===== src/rtl/lockdet_pkg.sv =====
// Package: shared helpers for the lock detector.
// Assumes two's-complement error words.
package lockdet_pkg;
    // Width needed to hold a count from 0 to n inclusive.
    function automatic int cnt_width(input int n);
        return (n < 1) ? 1 : $clog2(n + 1);
    endfunction
endpackage


===== src/rtl/lockdet_mag_cmp.sv =====
// Module: lockdet_mag_cmp
// Takes the magnitude of a signed error and tests it against an unsigned
// limit. The result is in band when magnitude <= limit. The magnitude is
// held in ERR_W unsigned bits, so the most negative code maps to
// 2^(ERR_W-1) without overflow. Purely combinational.
module lockdet_mag_cmp #(
    parameter int ERR_W = 16
) (
    input  logic signed [ERR_W-1:0] err_in,
    input  logic        [ERR_W-1:0] limit,
    output logic                    in_band
);
    logic [ERR_W-1:0] mag;

    // Absolute value, then magnitude compare.
    always_comb begin
        mag     = err_in[ERR_W-1] ? (~err_in + 1'b1) : err_in;
        in_band = (mag <= limit);
    end
endmodule


===== src/rtl/lockdet_run_counter.sv =====
// Module: lockdet_run_counter
// Retriggerable down-counter of consecutive in-band periods. It is
// evaluated only on strobes. An out-of-band strobe reloads it to RUN_LEN.
// An in-band strobe decrements it, saturating at zero. run_done tells the
// caller that this strobe leaves the count at zero.
// Assumes RUN_LEN >= 1.
module lockdet_run_counter
    import lockdet_pkg::*;
#(
    parameter int RUN_LEN = 16
) (
    input  logic clk,
    input  logic rst_n,
    input  logic strobe,
    input  logic in_band,
    output logic run_done
);
    localparam int CW = cnt_width(RUN_LEN);
    localparam logic [CW-1:0] START = CW'(RUN_LEN);

    logic [CW-1:0] cnt_q;

    // Reload on reset or retrigger, otherwise count down to zero.
    always_ff @(posedge clk) begin
        if (!rst_n)
            cnt_q <= START;
        else if (strobe) begin
            if (!in_band)
                cnt_q <= START;
            else if (cnt_q != '0)
                cnt_q <= cnt_q - 1'b1;
        end
    end

    // The count will be zero after this strobe.
    always_comb run_done = strobe && in_band && (cnt_q <= CW'(1));
endmodule


===== src/rtl/phase_lock_monitor.sv =====
// Module: phase_lock_monitor (top)
// Declares phase lock after RUN_LEN consecutive periods whose absolute
// error is within thresh. Any out-of-band period drops lock and reloads
// the run. If lock was held at that moment, a one-cycle lock_lost pulse
// is emitted. Both outputs are registered and change one clock after the
// strobe that causes them. Assumes err_valid pulses at most once per
// reference period.
module phase_lock_monitor #(
    parameter int ERR_W   = 16,
    parameter int RUN_LEN = 16
) (
    input  logic                    clk,
    input  logic                    rst_n,
    input  logic signed [ERR_W-1:0] err_value,
    input  logic                    err_valid,
    input  logic        [ERR_W-1:0] thresh,
    output logic                    locked,
    output logic                    lock_lost
);
    logic in_band;
    logic run_done;
    logic locked_q;
    logic lost_q;

    lockdet_mag_cmp #(.ERR_W(ERR_W)) u_cmp (
        .err_in  (err_value),
        .limit   (thresh),
        .in_band (in_band)
    );

    lockdet_run_counter #(.RUN_LEN(RUN_LEN)) u_run (
        .clk      (clk),
        .rst_n    (rst_n),
        .strobe   (err_valid),
        .in_band  (in_band),
        .run_done (run_done)
    );

    // Lock flag: set at the end of a run, cleared by an out-of-band strobe.
    always_ff @(posedge clk) begin
        if (!rst_n)
            locked_q <= 1'b0;
        else if (err_valid)
            locked_q <= in_band && (locked_q || run_done);
    end

    // Loss pulse: a retrigger taken while locked.
    always_ff @(posedge clk) begin
        if (!rst_n)
            lost_q <= 1'b0;
        else
            lost_q <= err_valid && !in_band && locked_q;
    end

    assign locked    = locked_q;
    assign lock_lost = lost_q;
endmodule


===== config.mk =====
export PLATFORM = sky130hd
export DESIGN_NAME = phase_lock_monitor
export DESIGN_NICKNAME = d
export VERILOG_FILES = /design/src/rtl/lockdet_pkg.sv /design/src/rtl/lockdet_mag_cmp.sv /design/src/rtl/lockdet_run_counter.sv /design/src/rtl/phase_lock_monitor.sv
export SDC_FILE = /design/constraint.sdc
export NUM_CORES = 1
export LEC_CHECK = 0
export BUFFER_PORTS_ARGS = -buffer_cell sky130_fd_sc_hd__buf_4
export CORE_ASPECT_RATIO = 0.75
export CORE_MARGIN = 2
export CORE_UTILIZATION = 45
export DETAILED_ROUTE_END_ITERATION = 7
export GPL_TIMING_DRIVEN = 0
export PLACE_DENSITY = 0.76
export SYNTH_ARGS = -nofsm -noshare
export SYNTH_HDL_FRONTEND = slang
export SYNTH_SLANG_ARGS = --single-unit
export TNS_END_PERCENT = 20

===== constraint.sdc =====
create_clock -name clk -period 2.9 [get_ports clk]
set_input_delay 0 -clock clk [delete_from_list [all_inputs] [get_ports clk]]
set_output_delay 0 -clock clk [all_outputs]
set_load 0.01 [all_outputs]

==> reports/results.tsv, run 1 <==
stage	metric	value	unit
die	Die Ht	46.5	um
die	Die Wd	60.6	um
route	via count	1092	
power	clock share of power	19.7	%
power	Switching Fraction	38.4	%
power	Power Internal	0.288	mW
critical_path	FF-to-FF path depth	6	
grt	first-pass GRT wire length	4040	um
power	pwr/cell area	309	mW/mm^2
yosys	top-count cell post-synth	inv_1	
route	met2 WL	1280	um
clock_network	CTS Root Cell	clkbuf_4	
placement	dpl ws	-0.244	ns
yosys	Post-synth top flop	dfxtp_1	
final_layout	Total Nets Final	236	
timing	Hold Violations, Final	0	
timing	hold slack	0.0329	ns
yosys	Post-synth top cells	21 x inv_1, 20 x ha_1, 14 x xnor2_1, 13 x nand2_1, 9 x a21oi_1	
power	maximum vdd drop	0.129	mV
timing	Tcrit/Tclk final	95.5	%
critical_path	Reg-to-Reg Start	u_run.cnt_q[1]	
clock_network	Hold Buf Count CTS	0	
worst_hold_path	Worst Hold Class	input port to flip-flop	
timing	skew final	0.00248	ns
power	Logic pwr share	52.7	%
timing	Worst-Margin Slew	0.627	ns
yosys	Synth top area share	23.1	%
power	P_leak	0.707	nW
die	initial core utilization	47.3	%
critical_path	Critical Path RT	3.05	ns
yosys	area leader, netlist	ha_1	
final_layout	Layout Cells excl Fill	214	
yosys	#FFs+latches synth	7	
final_layout	# fillers	206	
yosys	sequential-to-total area share from yosys stat	12.9	%
timing	min cycle time layout	2.77	ns
clock_network	H-tree level count	1	
die	Top Ports	37	
placement	dpl cell area	0.00140	sq mm
grt	Congestion Overflow GR	0	
placement	GP Congestion	0.813	
placement	Post-Place Cells	209	
yosys	syn avg cell area	7.79	sq um
route	DR DRC count	0	
power	NetSw	0.179	mW
timing	Slew Limit Fails	0	
run_status	status	finished clean	
route	met3 wire length	120	um
critical_path	reg2reg setup slack	1.18	ns
critical_path	Worst setup EP type	flip-flop	
final_layout	final instance area	0.00151	sq mm
grt	initial antenna violation count	0	
timing	# setup viols final	0	
critical_path	worst setup path startpoint	err_value[7]	
die	# rows	15	
yosys	Synth Instances	139	
final_layout	synthesis-to-finish area growth	39.7	%
yosys	Netlist Area Pre-Place	0.00108	sq mm
die	core area	0.00229	sq mm
route	met1 wire length	1230	um
final_layout	fraction of layout cells with a size suffix above 1	32.2	%
timing	maximum clock rate	0.361	GHz
yosys	Synth cell types	38	
final_layout	Ant. Diodes	0	
clock_network	Clock transition at path regs	0.05	ns
yosys	EDFF count, synth	0	
placement	Port Buf Inserts	36	
yosys	Syn Nets	194	
grt	vias in the first global route	995	
clock_network	clk_lat worst skew	0.26	ns
clock_network	CTS buffer count	3	
critical_path	Reg-to-Reg End	u_run.cnt_q[4]	
clock_network	CTS max path bufs	2	
route	Avg Vias per Cell	5.10	
clock_network	CTS tree	built	
critical_path	kind of critical path	input port to flip-flop	
yosys	Post-synth ARST share	0	%
power	power consumption	0.467	mW
placement	DP Wirelength	2120	um
yosys	Yosys warning count	0	
yosys	main area contributors after synthesis	ha_1 23%, dfxtp_1 13%, xnor2_1 11%, inv_1 7.3%, nand2_1 4.5%	
route	Antenna Violating Nets Remaining	0	
route	drt total wl	2640	um
grt	pin count of the biggest net entering global routing	11	
route	first-pass iteration count of the detailed router	4	
critical_path	CP arrival	2.92	ns
route	initial DRC count	80	
power	Flop pwr share	27.6	%
route	highest routed layer	met4	
route	Avg WL per Cell	12.3	um
die	area of the die	0.00282	sq mm
timing	worst relative slew slack	57.7	%
critical_path	CP Launch Type	input port	
clock_network	clk sinks	7	
critical_path	crit path max fanout	5	
timing	PnR worst setup slack	0.131	ns
critical_path	crit path to	u_run.cnt_q[2]	
run	Max Cap Violations	0	
grt	GRT Util Overall	18.9	%
## power by group through the flow
stage | Clock (mW) | Sequential (mW) | Combinational (mW)
2_1_floorplan | 0 | 0.128 | 0.148
3_3_place_gp | 0 | 0.130 | 0.216
3_5_place_dp | 0 | 0.130 | 0.225
4_1_cts | 0.0929 | 0.128 | 0.225
5_1_grt | 0.0975 | 0.131 | 0.275
6_report | 0.0921 | 0.129 | 0.246
## worst min-delay path by stage
stage          startpoint         to  slack (ns)  cells after the start
2_1_floorplan       rst_n  lock_lost        0.15                      1
3_3_place_gp    err_valid     locked        0.29                      3
5_1_grt             rst_n  lock_lost        0.07                      2
6_report        err_valid     locked        0.03                      3
4_1_cts         err_valid     locked        0.02                      3
3_5_place_dp    err_valid     locked        0.29                      3
## logic make-up (layout without fill, tap and decap cells)
group                      Yosys count  in the layout  synth area share, %
buffers and inverters               22             63                 8.32
DFF                                  7              7                 12.9
and+or+nand+nor                     45             45                 23.6
xor gates and xnor gates            15             15                 12.1
adders and majority gates           20             20                 23.1
AOI/OAI and AO/OA                   30             30                 19.9
## repair_timing
action	4_1_cts	5_1_grt
buffers inserted	0	1
setup endpoints to repair	0	3
resized for setup	0	14
## cells in the final DEF, fill, tap and decap left out, types with 2 or more instances in the layout
cell type,netlist,layout
buf_4,0,37
inv_1,21,19
ha_1,20,19
xnor2_1,14,14
nand2_1,13,12
a21oi_1,9,9
dfxtp_1,7,7
o21ai_0,6,6
nor2_1,6,6
nand3_1,4,4
nand4_1,3,3
clkbuf_4,0,3
nor3_1,2,2
or3_4,1,2
nand2b_1,2,2
o31ai_1,3,2
inv_2,0,2
or4_4,1,2
o31ai_4,1,2
a31oi_1,2,2
## final cells by class
type,count,area (sq um),share of cell area [%]
multi-input combinational,110,935,61.8
timing repair buffer,37,278,18.4
sequential,7,140,9.27
inverter,21,78.8,5.22
tap,34,42.5,2.81
clock buffer,4,26.3,1.74
buffer,1,11.3,0.745
## worst max-delay path, cell delays in order
cell and delay [ns]:
buf_4 0.14, or4_4 0.57, or3_4 0.38, o31ai_4 0.18, xnor2_1 0.10, ha_1 0.34
nand4_4 0.13, a2111o_1 0.43, a31oi_1 0.28, nand2b_4 0.22, buf_4 0.12, nor2_1 0.04
## metal layers
metal	GRT usage, %	vias to the layer above
met5	0	-
met3	3.37	2
li1	-	579
met4	2.61	0
met2	32.3	28
met1	25.5	483
## registers in the layout, indices dropped and copies added, names as in the netlist
name         cells
u_run.cnt_q      5
lock_lost        1
locked           1
## metrics by stage
stage                     utilization (%)  TNS [ns]
after detailed placement             60.9    -0.685
final                                66.0         0
after global routing                 66.0   -0.0379
after floorplan                         -         0
after global placement               60.9    -0.542
after CTS                            62.1         0
(Power assumes the default switching activity.)
==> inputs of run 2 (changes only) <==
Settings changed: CORE_UTILIZATION 45 to 50, PLACE_DENSITY 0.76 to 0.8.
Clock period 2.9 ns to 3.1 ns, I/O delays scaled along.
==> run 2 against run 1 <==
Against the previous run: worst hold slack worse by 0.010 ns; highest routed layer unchanged; via count down 2.5%; routed wire length down 9.5%; utilization up 3.7 points; critical path type unchanged; clock-buffer cell count unchanged; critical path depth up 3; register-to-register slack better by 0.23 ns; largest power group unchanged; sequential cell count unchanged.
==> reports/results.tsv, run 2 (synthesis gave the netlist of run 1 again) <==
stage	metric	value	unit
grt	GRT Util Overall	20.6	%
die	Die Wd	57.7	um
critical_path	Reg-to-Reg Start	u_run.cnt_q[1]	
final_layout	fraction of layout cells with a size suffix above 1	27.4	%
die	# rows	14	
die	core area	0.00203	sq mm
placement	dpl ws	-0.0712	ns
power	pwr/cell area	299	mW/mm^2
worst_hold_path	Worst Hold Class	input port to flip-flop	
timing	# setup viols final	0	
timing	Tcrit/Tclk final	90.5	%
timing	maximum clock rate	0.357	GHz
placement	Post-Place Cells	199	
route	DR DRC count	0	
clock_network	clk_lat worst skew	0.27	ns
critical_path	CP arrival	2.99	ns
route	drt total wl	2390	um
final_layout	Seq. cell area	140	sq um
timing	RSZ-0062 raised after global routing	false	
power	P_leak	0.695	nW
final_layout	most frequent cells in the layout	36 x buf_4, 21 x inv_1, 20 x ha_1	
route	via count	1065	
route	met2 WL	1100	um
grt	first-pass GRT wire length	4130	um
grt	initial antenna violation count	0	
run	Max Cap Violations	0	
final_layout	Ant. Diodes	0	
clock_network	CTS buffer count	3	
route	first-pass iteration count of the detailed router	4	
timing	Worst-Margin Slew	0.540	ns
grt	Congestion Overflow GR	0	
worst_hold_path	Min-Delay Path Depth	3	
final_layout	Total Nets Final	235	
clock_network	CTS Root Cell	clkbuf_4	
clock_network	clk sinks	7	
die	Die Ht	44.3	um
final_layout	# fillers	171	
route	met3 wire length	104	um
die	area of the die	0.00256	sq mm
final_layout	Biggest register	u_run.cnt_q	
timing	min cycle time layout	2.80	ns
route	initial DRC count	31	
run_status	status	finished clean	
placement	DP Wirelength	2070	um
placement	Port Buf Inserts	36	
worst_hold_path	Worst Hold Path EP	locked	
critical_path	FF-to-FF path depth	6	
final_layout	commonest non-fill, non-tap cell in the layout	buf_4	
placement	GP Congestion	0.865	
critical_path	kind of critical path	input port to flip-flop	
final_layout	synthesis-to-finish area growth	30.9	%
grt	vias in the first global route	1027	
clock_network	CTS max path bufs	2	
timing	skew final	0.00908	ns
timing	Slew Limit Fails	0	
route	met1 wire length	1170	um
route	Antenna Violating Nets Remaining	0	
critical_path	Reg-to-Reg End	u_run.cnt_q[4]	
timing	PnR worst setup slack	0.295	ns
die	initial core utilization	53.3	%
timing	worst relative slew slack	63.5	%
worst_hold_path	hold path startpoint	err_valid	
critical_path	reg2reg setup slack	1.41	ns
final_layout	Layout Cells excl Fill	203	
grt	pin count of the biggest net entering global routing	11	
critical_path	CP Launch Type	input port	
critical_path	Worst setup EP type	flip-flop	
die	Top Ports	37	
route	Avg Vias per Cell	5.25	
timing	Hold Violations, Final	0	
critical_path	crit path max fanout	5	
clock_network	H-tree level count	1	
final_layout	max reg flops	5	
route	Avg WL per Cell	11.8	um
critical_path	Critical Path RT	3.28	ns
route	highest routed layer	met4	
clock_network	CTS tree	built	
clock_network	Clock transition at path regs	0.06	ns
final_layout	area of the multi-input gates	860	sq um
power	maximum vdd drop	0.258	mV
## run 2: cell count changes in the layout (fill, tap and decap cells not counted), sizes merged
| cell | delta |
|---|---|
| buf | -1 |
## run 2: cell type report
class / count / area share (%)
clock buffers: 4 / 1.86
repair buffers: 36 / 19.1
plain buffers: 1 / 0.795
flip-flops and latches: 7 / 9.89
inverters: 21 / 5.57
well taps: 24 / 2.12
multi-input cells: 110 / 60.7
## run 2: worst max-delay path, cell delays in order
cell and delay, ns:
buf_4 0.12, inv_1 0.07, ha_1 0.16, nand2_1 0.06
or3_1 0.33, or2_4 0.27, o31ai_1 0.27, xnor2_1 0.10
ha_1 0.29, nand4_2 0.15, or4_1 0.56, nand2_1 0.08
a31oi_1 0.06, nand2b_4 0.20, o32ai_2 0.25
## run 2: where the power goes
part | leakage, nW | switching, mW | internal, mW
registers | 0.0575 | 0.0163 | 0.105
logic | 0.623 | 0.104 | 0.108
clock network | 0.0150 | 0.0413 | 0.0496
## run 2: worst max path at each step
| stage | slack, ns | endpoint | startpoint | depth (start not counted) |
|---|---|---|---|---|
| floorplan | 0.34 | u_run.cnt_q[4] | err_value[0] | 14 |
| CTS | 0.20 | u_run.cnt_q[1] | err_value[0] | 15 |
| global placement | -0.008 | u_run.cnt_q[4] | err_value[0] | 15 |
| global route | 0.05 | u_run.cnt_q[1] | err_value[0] | 15 |
| finish | 0.30 | u_run.cnt_q[1] | err_value[0] | 15 |
| detailed placement | -0.07 | u_run.cnt_q[1] | err_value[0] | 15 |
## run 2: metal layers
metal  up-vias  track usage [%]
li1        569                -
met1       463             26.6
met2        31             35.5
met3         2             4.39
met4         0             4.65
met5         -                0
## run 2: per-stage QoR
stage / power (mW) / hold WS, ns / setup TNS [ns] / util (%) / cell area (sq um)
final: 0.424 / 0.0225 / 0 / 69.7 / 1420
after global routing: 0.458 / 0.0410 / 0 / 69.7 / 1420
after CTS: 0.425 / 0.00949 / 0 / 69.3 / 1410
after detailed placement: 0.332 / 0.286 / -0.136 / 68.0 / 1380
after global placement: 0.323 / 0.288 / -0.00801 / 68.0 / 1380
after floorplan: 0.257 / 0.153 / 0 / - / 1080
## run 2: repair_timing
item | in CTS | in global routing
resized for setup | 0 | 1
hold buffers | 0 | 0
setup endpoints to repair | 0 | 2
buffers inserted | 0 | 0
